File: src/rtl/wdt_pkg.sv
package wdt_pkg;
  localparam int CNT_W    = 8;
  localparam int CKS_W    = 3;
  localparam int NUM_CKS  = 1 << CKS_W;

  // csr bit positions
  localparam int FLAG_B = 7;
  localparam int MODE_B = 6;
  localparam int EN_B   = 5;

  localparam logic [7:0] CSR_KEY = 8'hA5;
  localparam logic [7:0] CNT_KEY = 8'h5A;

  function automatic int div_shift(input int code);
    case (code)
      0: return 0;
      1: return 2;
      2: return 4;
      3: return 5;
      4: return 6;
      5: return 8;
      6: return 10;
      default: return 12;
    endcase
  endfunction

  localparam int PRESC_W = div_shift(NUM_CKS - 1);
endpackage

File: src/rtl/wdt_prescaler.sv
module wdt_prescaler
  import wdt_pkg::*;
(
  input  logic             clk_i,
  input  logic             rst_ni,
  input  logic             en_i,
  input  logic [CKS_W-1:0] sel_i,
  output logic             tick_o
);
  logic [PRESC_W-1:0] presc_q;
  logic [NUM_CKS-1:0] tap;

  always_ff @(posedge clk_i or negedge rst_ni) begin
    if (!rst_ni)    presc_q <= '0;
    else if (!en_i) presc_q <= '0;
    else            presc_q <= presc_q + 1'b1;
  end

  for (genvar g = 0; g < NUM_CKS; g++) begin : g_tap
    localparam int SH = div_shift(g);
    if (SH == 0) begin : g_full
      assign tap[g] = 1'b1;
    end else begin : g_div
      assign tap[g] = &presc_q[SH-1:0];
    end
  end

  assign tick_o = en_i & tap[sel_i];
endmodule

File: src/rtl/wdt_pulse.sv
module wdt_pulse #(
  parameter int LEN = 128
) (
  input  logic clk_i,
  input  logic rst_ni,
  input  logic trig_i,
  output logic pulse_o
);
  localparam int W = $clog2(LEN + 1);
  logic [W-1:0] rem_q;

  always_ff @(posedge clk_i or negedge rst_ni) begin
    if (!rst_ni)              rem_q <= '0;
    else if (trig_i)          rem_q <= W'(LEN);
    else if (rem_q != '0)     rem_q <= rem_q - 1'b1;
  end

  assign pulse_o = (rem_q != '0);
endmodule

File: src/rtl/wdt_regs.sv
module wdt_regs
  import wdt_pkg::*;
(
  input  logic             clk_i,
  input  logic             rst_ni,
  input  logic             req_i,
  input  logic             we_i,
  input  logic             addr_i,
  input  logic             word_i,
  input  logic [15:0]      wdata_i,
  input  logic             tick_i,
  output logic             ovf_o,
  output logic             flag_o,
  output logic             mode_o,
  output logic             en_o,
  output logic [CKS_W-1:0] cks_o,
  output logic [CNT_W-1:0] cnt_o,
  output logic [7:0]       rdata_o,
  output logic             ready_o
);
  logic             flag_q, mode_q, en_q, armed_q;
  logic [CKS_W-1:0] cks_q;
  logic [CNT_W-1:0] cnt_q;
  logic             csr_wr, cnt_wr, csr_rd_byte, clr_flag, ovf;
  logic [7:0]       csr_val;

  assign csr_wr      = req_i & we_i & ~addr_i & word_i & (wdata_i[15:8] == CSR_KEY);
  assign cnt_wr      = req_i & we_i &  addr_i & word_i & (wdata_i[15:8] == CNT_KEY);
  assign csr_rd_byte = req_i & ~we_i & ~addr_i & ~word_i;
  assign clr_flag    = csr_wr & ~wdata_i[FLAG_B] & armed_q;
  assign ovf         = tick_i & (cnt_q == '1) & ~cnt_wr;
  assign csr_val     = {flag_q, mode_q, en_q, 2'b11, cks_q};

  always_ff @(posedge clk_i or negedge rst_ni) begin
    if (!rst_ni)     cnt_q <= '0;
    else if (cnt_wr) cnt_q <= wdata_i[CNT_W-1:0];
    else if (tick_i) cnt_q <= cnt_q + 1'b1;
  end

  always_ff @(posedge clk_i or negedge rst_ni) begin
    if (!rst_ni) begin
      mode_q <= 1'b0;
      en_q   <= 1'b0;
      cks_q  <= '0;
    end else if (csr_wr) begin
      mode_q <= wdata_i[MODE_B];
      en_q   <= wdata_i[EN_B];
      cks_q  <= wdata_i[CKS_W-1:0];
    end
  end

  // set beats clear when both land on one edge
  always_ff @(posedge clk_i or negedge rst_ni) begin
    if (!rst_ni)               flag_q <= 1'b0;
    else if (ovf && !mode_q)   flag_q <= 1'b1;
    else if (clr_flag)         flag_q <= 1'b0;
  end

  always_ff @(posedge clk_i or negedge rst_ni) begin
    if (!rst_ni)                    armed_q <= 1'b0;
    else if (clr_flag)              armed_q <= 1'b0;
    else if (csr_rd_byte && flag_q) armed_q <= 1'b1;
  end

  always_ff @(posedge clk_i or negedge rst_ni) begin
    if (!rst_ni) begin
      rdata_o <= '0;
      ready_o <= 1'b0;
    end else begin
      ready_o <= req_i;
      if (req_i && !we_i && !word_i) rdata_o <= addr_i ? 8'(cnt_q) : csr_val;
      else                           rdata_o <= '0;
    end
  end

  assign ovf_o  = ovf;
  assign flag_o = flag_q;
  assign mode_o = mode_q;
  assign en_o   = en_q;
  assign cks_o  = cks_q;
  assign cnt_o  = cnt_q;
endmodule

File: src/rtl/keyed_wdt.sv
module keyed_wdt
  import wdt_pkg::*;
#(
  parameter int PULSE_LEN = 128
) (
  input  logic        clk_i,
  input  logic        rst_ni,
  input  logic        req_i,
  input  logic        we_i,
  input  logic        addr_i,
  input  logic        word_i,
  input  logic [15:0] wdata_i,
  output logic [7:0]  rdata_o,
  output logic        ready_o,
  output logic        irq_o,
  output logic        wdt_ovf_o
);
  logic             tick, ovf, flag, mode, en;
  logic [CKS_W-1:0] cks;
  logic [CNT_W-1:0] cnt;

  wdt_prescaler u_presc (
    .clk_i, .rst_ni, .en_i(en), .sel_i(cks), .tick_o(tick)
  );

  wdt_regs u_regs (
    .clk_i, .rst_ni, .req_i, .we_i, .addr_i, .word_i, .wdata_i,
    .tick_i(tick), .ovf_o(ovf), .flag_o(flag), .mode_o(mode), .en_o(en),
    .cks_o(cks), .cnt_o(cnt), .rdata_o, .ready_o
  );

  wdt_pulse #(.LEN(PULSE_LEN)) u_pulse (
    .clk_i, .rst_ni, .trig_i(ovf & mode), .pulse_o(wdt_ovf_o)
  );

  assign irq_o = flag & ~mode;
endmodule

File: config.mk
export PLATFORM = sky130hd
export DESIGN_NAME = keyed_wdt
export DESIGN_NICKNAME = d
export VERILOG_FILES = /design/src/rtl/wdt_pkg.sv /design/src/rtl/wdt_prescaler.sv /design/src/rtl/wdt_pulse.sv /design/src/rtl/wdt_regs.sv /design/src/rtl/keyed_wdt.sv
export SDC_FILE = /design/constraint.sdc
export NUM_CORES = 1
export LEC_CHECK = 0
export ABC_AREA = 0
export BUFFER_PORTS_ARGS = -buffer_cell sky130_fd_sc_hd__clkbuf_2
export CORE_ASPECT_RATIO = 1.25
export CORE_MARGIN = 2
export CORE_UTILIZATION = 40
export CTS_BUF_LIST = sky130_fd_sc_hd__clkbuf_4 sky130_fd_sc_hd__clkbuf_8
export DETAILED_ROUTE_END_ITERATION = 12
export PLACE_DENSITY = 0.6
export SYNTH_ARGS = -nofsm -noshare
export SYNTH_HDL_FRONTEND = slang
export SYNTH_SLANG_ARGS = --single-unit
File: constraint.sdc
create_clock -name clk_i -period 4.8 [get_ports clk_i]
set_input_delay 0 -clock clk_i [delete_from_list [all_inputs] [get_ports clk_i]]
set_output_delay 0 -clock clk_i [all_outputs]
set_load 0.01 [all_outputs]
* Word-level counts from Yosys, hierarchy flattened
Index checks and enable logic that the tools add are counted.
** Operators by class
- Bitwise gates (word level) :: 23
- Muxes and demuxes :: 13
- Equality and inequality tests :: 3
- Magnitude comparators :: 1
- Reductions and logical operators :: 19
- $add $sub $neg :: 3
** Operator list (count)
- 2-to-1 mux 8 bit :: 6
- AND 1 bit :: 17
- equality test 8 bit, second input constant :: 2
- adder 12 x 1 -> 12 bit, second input constant :: 1
- 2-to-1 mux 12 bit :: 1
- AND reduction 12 bit :: 1
- AND reduction 10 bit :: 1
- adder 8 x 1 -> 8 bit, second input constant :: 1
- equality test 8 x 7 -> 1 bit, second input constant :: 1
- AND reduction 8 bit :: 1
- nonzero test 2 bit :: 4
- nonzero test 8 bit :: 1
- subtractor 8 x 1 -> 8 bit, second input constant :: 1
- NOT 1 bit :: 6
- AND reduction 6 bit :: 1
- 2-to-1 mux 1 bit :: 5
- AND reduction 5 bit :: 1
- logical AND 1 bit :: 4
- less-than comparator 3 x 4 -> 1 bit, second input constant :: 1
- AND reduction 4 bit :: 1
- binary-select mux 1 bit (select 3 bit) :: 1
- logical NOT 1 bit :: 3
- AND reduction 2 bit :: 1
** Storage, ports and cells
- Logic and storage cells :: 72
- Output and inout bits :: 11
- Input bits :: 22
- Register bits after elaboration :: 44

* Logic depth before layout (Yosys ltp)
- Depth in word-level cells :: 8
- Mapped depth :: 9
- Mapped depth without buffers :: 8

* Cells and area by module
Synthesis repeated with hierarchy kept, for this count alone.
** Second synthesis, totals
- Cells, all modules :: 212
- Area total of the unflattened synthesis :: 2245.9 µm²
** By module, submodules not included
- wdt_regs :: seq. area each 600.6 µm², area each 1123.6 µm², instances 1, cells each 98
- wdt_prescaler :: seq. area each 300.3 µm², area each 653.1 µm², instances 1, cells each 64
- wdt_pulse :: seq. area each 200.2 µm², area each 452.9 µm², instances 1, cells each 48
- keyed_wdt :: seq. area each 0.0 µm², area each 16.3 µm², instances 1, cells each 2

* Worst setup path after synthesis
Ideal clock, no wire load.
- Path type :: reg-to-reg
- Start point :: register u_presc.presc_q[0]
- End point :: register u_regs.cnt_q[4], in the netlist u_regs.cnt_o[4]
- Required time :: 4.655 ns
- Slack :: 2.789 ns
- Setup time :: 0.145 ns
- Period minus slack after synthesis :: 2.011 ns
- Arrival :: 1.866 ns
- Buffers on the path :: 1
- Cell stages (with the launch flop) :: 10
- Cell sequence :: dfrtp_1 -> ha_1 -> and3_1 -> ha_1 -> mux2i_1 -> o21ai_0 -> o221ai_2 -> buf_2 -> o311ai_0 -> o211ai_1
** On the way
- Cells in the longest elaborated chain, start to end :: 5
- Elaborated cells between the ends (all ways) :: 11
- Those cells by class :: 2 x mux; 1 x bitwise; 8 x reduce/logical
** RTL lines
- from (decl) :: line wdt_prescaler.sv:10 : logic [PRESC_W-1:0] presc_q;
- from (signal assigned) :: line wdt_prescaler.sv:16 : else presc_q <= presc_q + 1'b1;
- AND reduction 12 bit, or another cell as far along :: line wdt_prescaler.sv:24 : assign tap[g] = &presc_q[SH-1:0];
- binary-select mux 1 bit (select 3 bit) (*) :: line wdt_prescaler.sv:28 : assign tick_o = en_i & tap[sel_i];
- 2-to-1 mux 1 bit (implied by the code) (*) :: line wdt_prescaler.sv:28
- AND 1 bit (*) :: line wdt_prescaler.sv:28
- nonzero test 2 bit (no line) (*)
- to (signal assigned) :: line wdt_regs.sv:36 : else if (cnt_wr) cnt_q <= wdata_i[CNT_W-1:0];
- to (signal assigned) :: line wdt_regs.sv:37 : else if (tick_i) cnt_q <= cnt_q + 1'b1;
- to (decl) :: line wdt_regs.sv:23 : logic [CNT_W-1:0] cnt_q;
Mark *: on every way between the ends. The rest lies on a longest branch, timed or not. The select of a mux whose other input is x is not followed.
A chain may end at the register's enable or synchronous reset.

* Worst setup path in the final report
- Start point :: register u_presc.presc_q[0]
- End point :: register u_regs.flag_q, in the netlist u_regs.flag_o
** On the way
- Cells in the longest elaborated chain, start to end :: 8
- Elaborated cells between the ends (all ways) :: 15
- Those cells by class :: 3 x mux; 3 x bitwise; 9 x reduce/logical
** RTL lines
- AND reduction 12 bit, or another cell as far along :: line wdt_prescaler.sv:24
- binary-select mux 1 bit (select 3 bit) (*) :: line wdt_prescaler.sv:28
- 2-to-1 mux 1 bit (implied by the code) (*) :: line wdt_prescaler.sv:28
- AND 1 bit (*) :: line wdt_prescaler.sv:28
- AND 1 bit (*) (2 in a row) :: line wdt_regs.sv:31 : assign ovf = tick_i & (cnt_q == '1) & ~cnt_wr;
- logical AND 1 bit (*) :: line wdt_regs.sv:55 : else if (ovf && !mode_q) flag_q <= 1'b1;
- 2-to-1 mux 1 bit or nonzero test 2 bit (tied branches)
- to (signal assigned) :: line wdt_regs.sv:54 : if (!rst_ni) flag_q <= 1'b0;
- to (signal assigned) :: line wdt_regs.sv:55
- to (signal assigned) :: line wdt_regs.sv:56 : else if (clr_flag) flag_q <= 1'b0;
- to (decl) :: line wdt_regs.sv:21 : logic flag_q, mode_q, en_q, armed_q;
Marks and branches as above.

==> flow_summary.toml <==
[placed_design]
dp_cells = 309
place_ws_ns = 2.39
io_buffers = 32
gp_congestion = 0.794
hpwl_um = 3110

[clock_tree]
holdBufCountCts = 10
clock_path_buffers = 2
cts_root_buffer = "clkbuf_8"
clkLatencyLatePin_ns = 0.29
cts_max_level = 2
post_cts_resized = 0
path_clk_slew_ns = 0.08
cts_buffers = 5
cts_tree = "built"
postCtsSetupBuffers = 0
cts.sink_count = 44

[die]
ioPinCount = 33
fp.dieW_um = 71.0
start_util = 0.413
rows = 30
die_area_um2 = 6240
chipHeight_um = 87.8
coreArea_um2 = 5440

[pwr]
p_switching_mw = 0.190
pwr-share-comb = 0.111
ir_worst_vdd_mv = 0.130
p_int_mw = 0.606
switching_share = 0.239
sequentialPowerShare = 0.535
clkPwrFrac = 0.354
fin_total_pwr_mw = 0.796
p_per_area_nw_per_um2 = 299
leakagePower_nw = 1.22

[critical_path]
critPathBufInv = 0
critical_path.startpoint = "u_presc.presc_q[0]"
cp_top_family = "compound AO/OA/AOI/OAI gates"
crit_path_frequent_cell = "ha_1"
crit_path_end_kind = "flip-flop"
cp.depth = 8
startpoint_type = "flip-flop"
required_ns = 4.96
cp.arrival_ns = 2.59
rr_worst_depth = 8
critical_path_class = "reg -> reg"
cp_slowest_cell = "o41ai_1"
worstPathCellList = "ha_1, and3_1, ha_1, mux2i_1, o21ai_0, o221ai_2, or2_1, o41ai_1"
rr_startpoint = "u_presc.presc_q[0]"
slowest_delay_ns = 0.42
critPathMaxFanout = 16

[logic_synthesis]
yosysWarnings = 0
synth_seq_area_share = 0.490
synth_nets = 245
syn_avg_cell_area_um2 = 10.3
ys_ff_latch = 44
syn_inst = 219
ys_async_sr_fraction = 1.00
synth_area_um2 = 2250
synth.distinct_cells = 45
synth_enable_flop_cells = 0
synth_ff_type = "dfrtp_1"

[final_layout]
final_common_cell = "dfrtp_1"
antennaDiodeCount = 0
synthToLayoutAreaGrowth_pct = 18.7
drive_gt1_frac = 0.194
final_nets = 288
layout.cells.non_filler = 327
final_util = 0.490
final_cell_mix = "44 x dfrtp_1, 32 x clkbuf_2, 23 x nor2_1"

[drt]
wl_per_cell_um = 13.4
ant_nets = 0
vias_per_cell = 5.40
drt-total-wl_um = 4400
vias = 1765
drtIter0Drc = 55
dr.pass1.iters = 4
route.detailed.drc = 0

[sta]
drv_slew = 0
hold_viol_final = 0
period_minus_slack_ns = 2.42
worst_slew_pin_slew_ns = 1.05
post-route-period-util = 0.505
setup_viol = 0
skew_ns = 0.00827
slew_headroom = 0.297
rsz0062_at_grt = "no"
setup_tns_ns = 0
setup_slack_ns = 2.38
max_freq_mhz = 413

[grt]
grt_max_degree = 45
antenna_found_initial = 0
grt_pass1_wl_um = 7730
track_usage = 0.155
grt_pass1_vias = 1716
overflow = 0

[hold_path]
hp-class = "in -> reg"
hold_depth = 2
hp-start = "addr_i"

[run_status]
status = "finished clean"

[run]
cap_viol_max_count = 0
==> worst paths after layout <==
check / endpoint / slack [ns]
worst max-delay path: u_regs.flag_o / 2.38
worst min-delay path: u_regs.rdata_o[4] / 0.14
worst max register to register: u_regs.flag_o / 2.38
worst min register to register: u_presc.presc_q[0] / 0.49
max in group asynchronous: u_presc.presc_q[6] / 3.72
min in group asynchronous: u_regs.ready_o / 0.43
==> layout make-up <==
class / instances / area (um2)
clock buffer: 6 / 76.3
clock inverter: 2 / 35.0
fill: 536 / 2780
inverter: 8 / 30.0
multi-input combinational: 161 / 1080
sequential: 44 / 1100
tap: 64 / 80.1
timing repair buffer: 42 / 260
==> cell usage after synthesis (2+ instances only) <==
cell | n | area share
dfrtp_1 | 44 | 0.49
nor2_1 | 23 | 0.038
and2_1 | 14 | 0.039
nand2_1 | 12 | 0.020
xnor2_1 | 9 | 0.035
inv_1 | 8 | 0.013
mux2i_1 | 8 | 0.036
nand4_1 | 8 | 0.022
a21oi_1 | 7 | 0.016
o21ai_0 | 7 | 0.016
a31oi_1 | 6 | 0.017
nand3_1 | 6 | 0.013
or4_1 | 6 | 0.020
ha_1 | 4 | 0.022
mux2_2 | 4 | 0.020
nor2b_1 | 4 | 0.011
o31ai_1 | 4 | 0.013
clkbuf_1 | 3 | 0.0050
nor3b_1 | 3 | 0.010
or3_1 | 3 | 0.0084
xor2_1 | 3 | 0.012
and3_1 | 2 | 0.0056
buf_2 | 2 | 0.0045
nand2b_1 | 2 | 0.0056
nand3b_1 | 2 | 0.0067
nand4b_1 | 2 | 0.0078
nor3_1 | 2 | 0.0045
o211ai_1 | 2 | 0.0067
o21a_1 | 2 | 0.0067
o311ai_0 | 2 | 0.0078
==> registers in the layout, summed over array words and instances (netlist names) <==
signal and cells:
u_regs.rdata_o 8, u_presc.presc_q 12, u_pulse.rem_q 8, u_regs.flag_o 1, u_regs.en_o 1, u_regs.cnt_o 8, u_regs.armed_q 1, u_regs.ready_o 1
u_regs.mode_o 1, u_regs.cks_o 3
==> layer usage <==
layer	vias to the layer above	global-route usage	share of wire
met5	-	0	0
met4	0	0.0463	0.010
met3	5	0.0345	0.036
met2	37	0.262	0.47
met1	851	0.200	0.48
li1	872	-	-
==> power groups by stage <==
stage / clock, mW / combinational, mW / sequential (mW)
2_1_floorplan: 0 / 0.0549 / 0.429
3_3_place_gp: 0 / 0.0824 / 0.433
3_5_place_dp: 0 / 0.0838 / 0.434
4_1_cts: 0.291 / 0.0907 / 0.426
5_1_grt: 0.304 / 0.102 / 0.429
6_report: 0.282 / 0.0885 / 0.426
==> per-stage QoR <==
| step | hold slack, ns | instance area (um2) |
|---|---|---|
| floorplan | -0.296 | 2250 |
| global route | 0.159 | 2670 |
| global placement | 0.137 | 2450 |
| detailed placement | 0.142 | 2450 |
| CTS | 0.133 | 2670 |
| finish | 0.142 | 2670 |
==> logic make-up after synthesis <==
group,synth area share
buf+inv,0.0278
fa+ha+maj,0.0223
flops,0.490
compound gates,0.105
mux,0.0557
xor+xnor,0.0468
simple gates,0.253
Note: power is estimated with default switching activity, not from simulation.
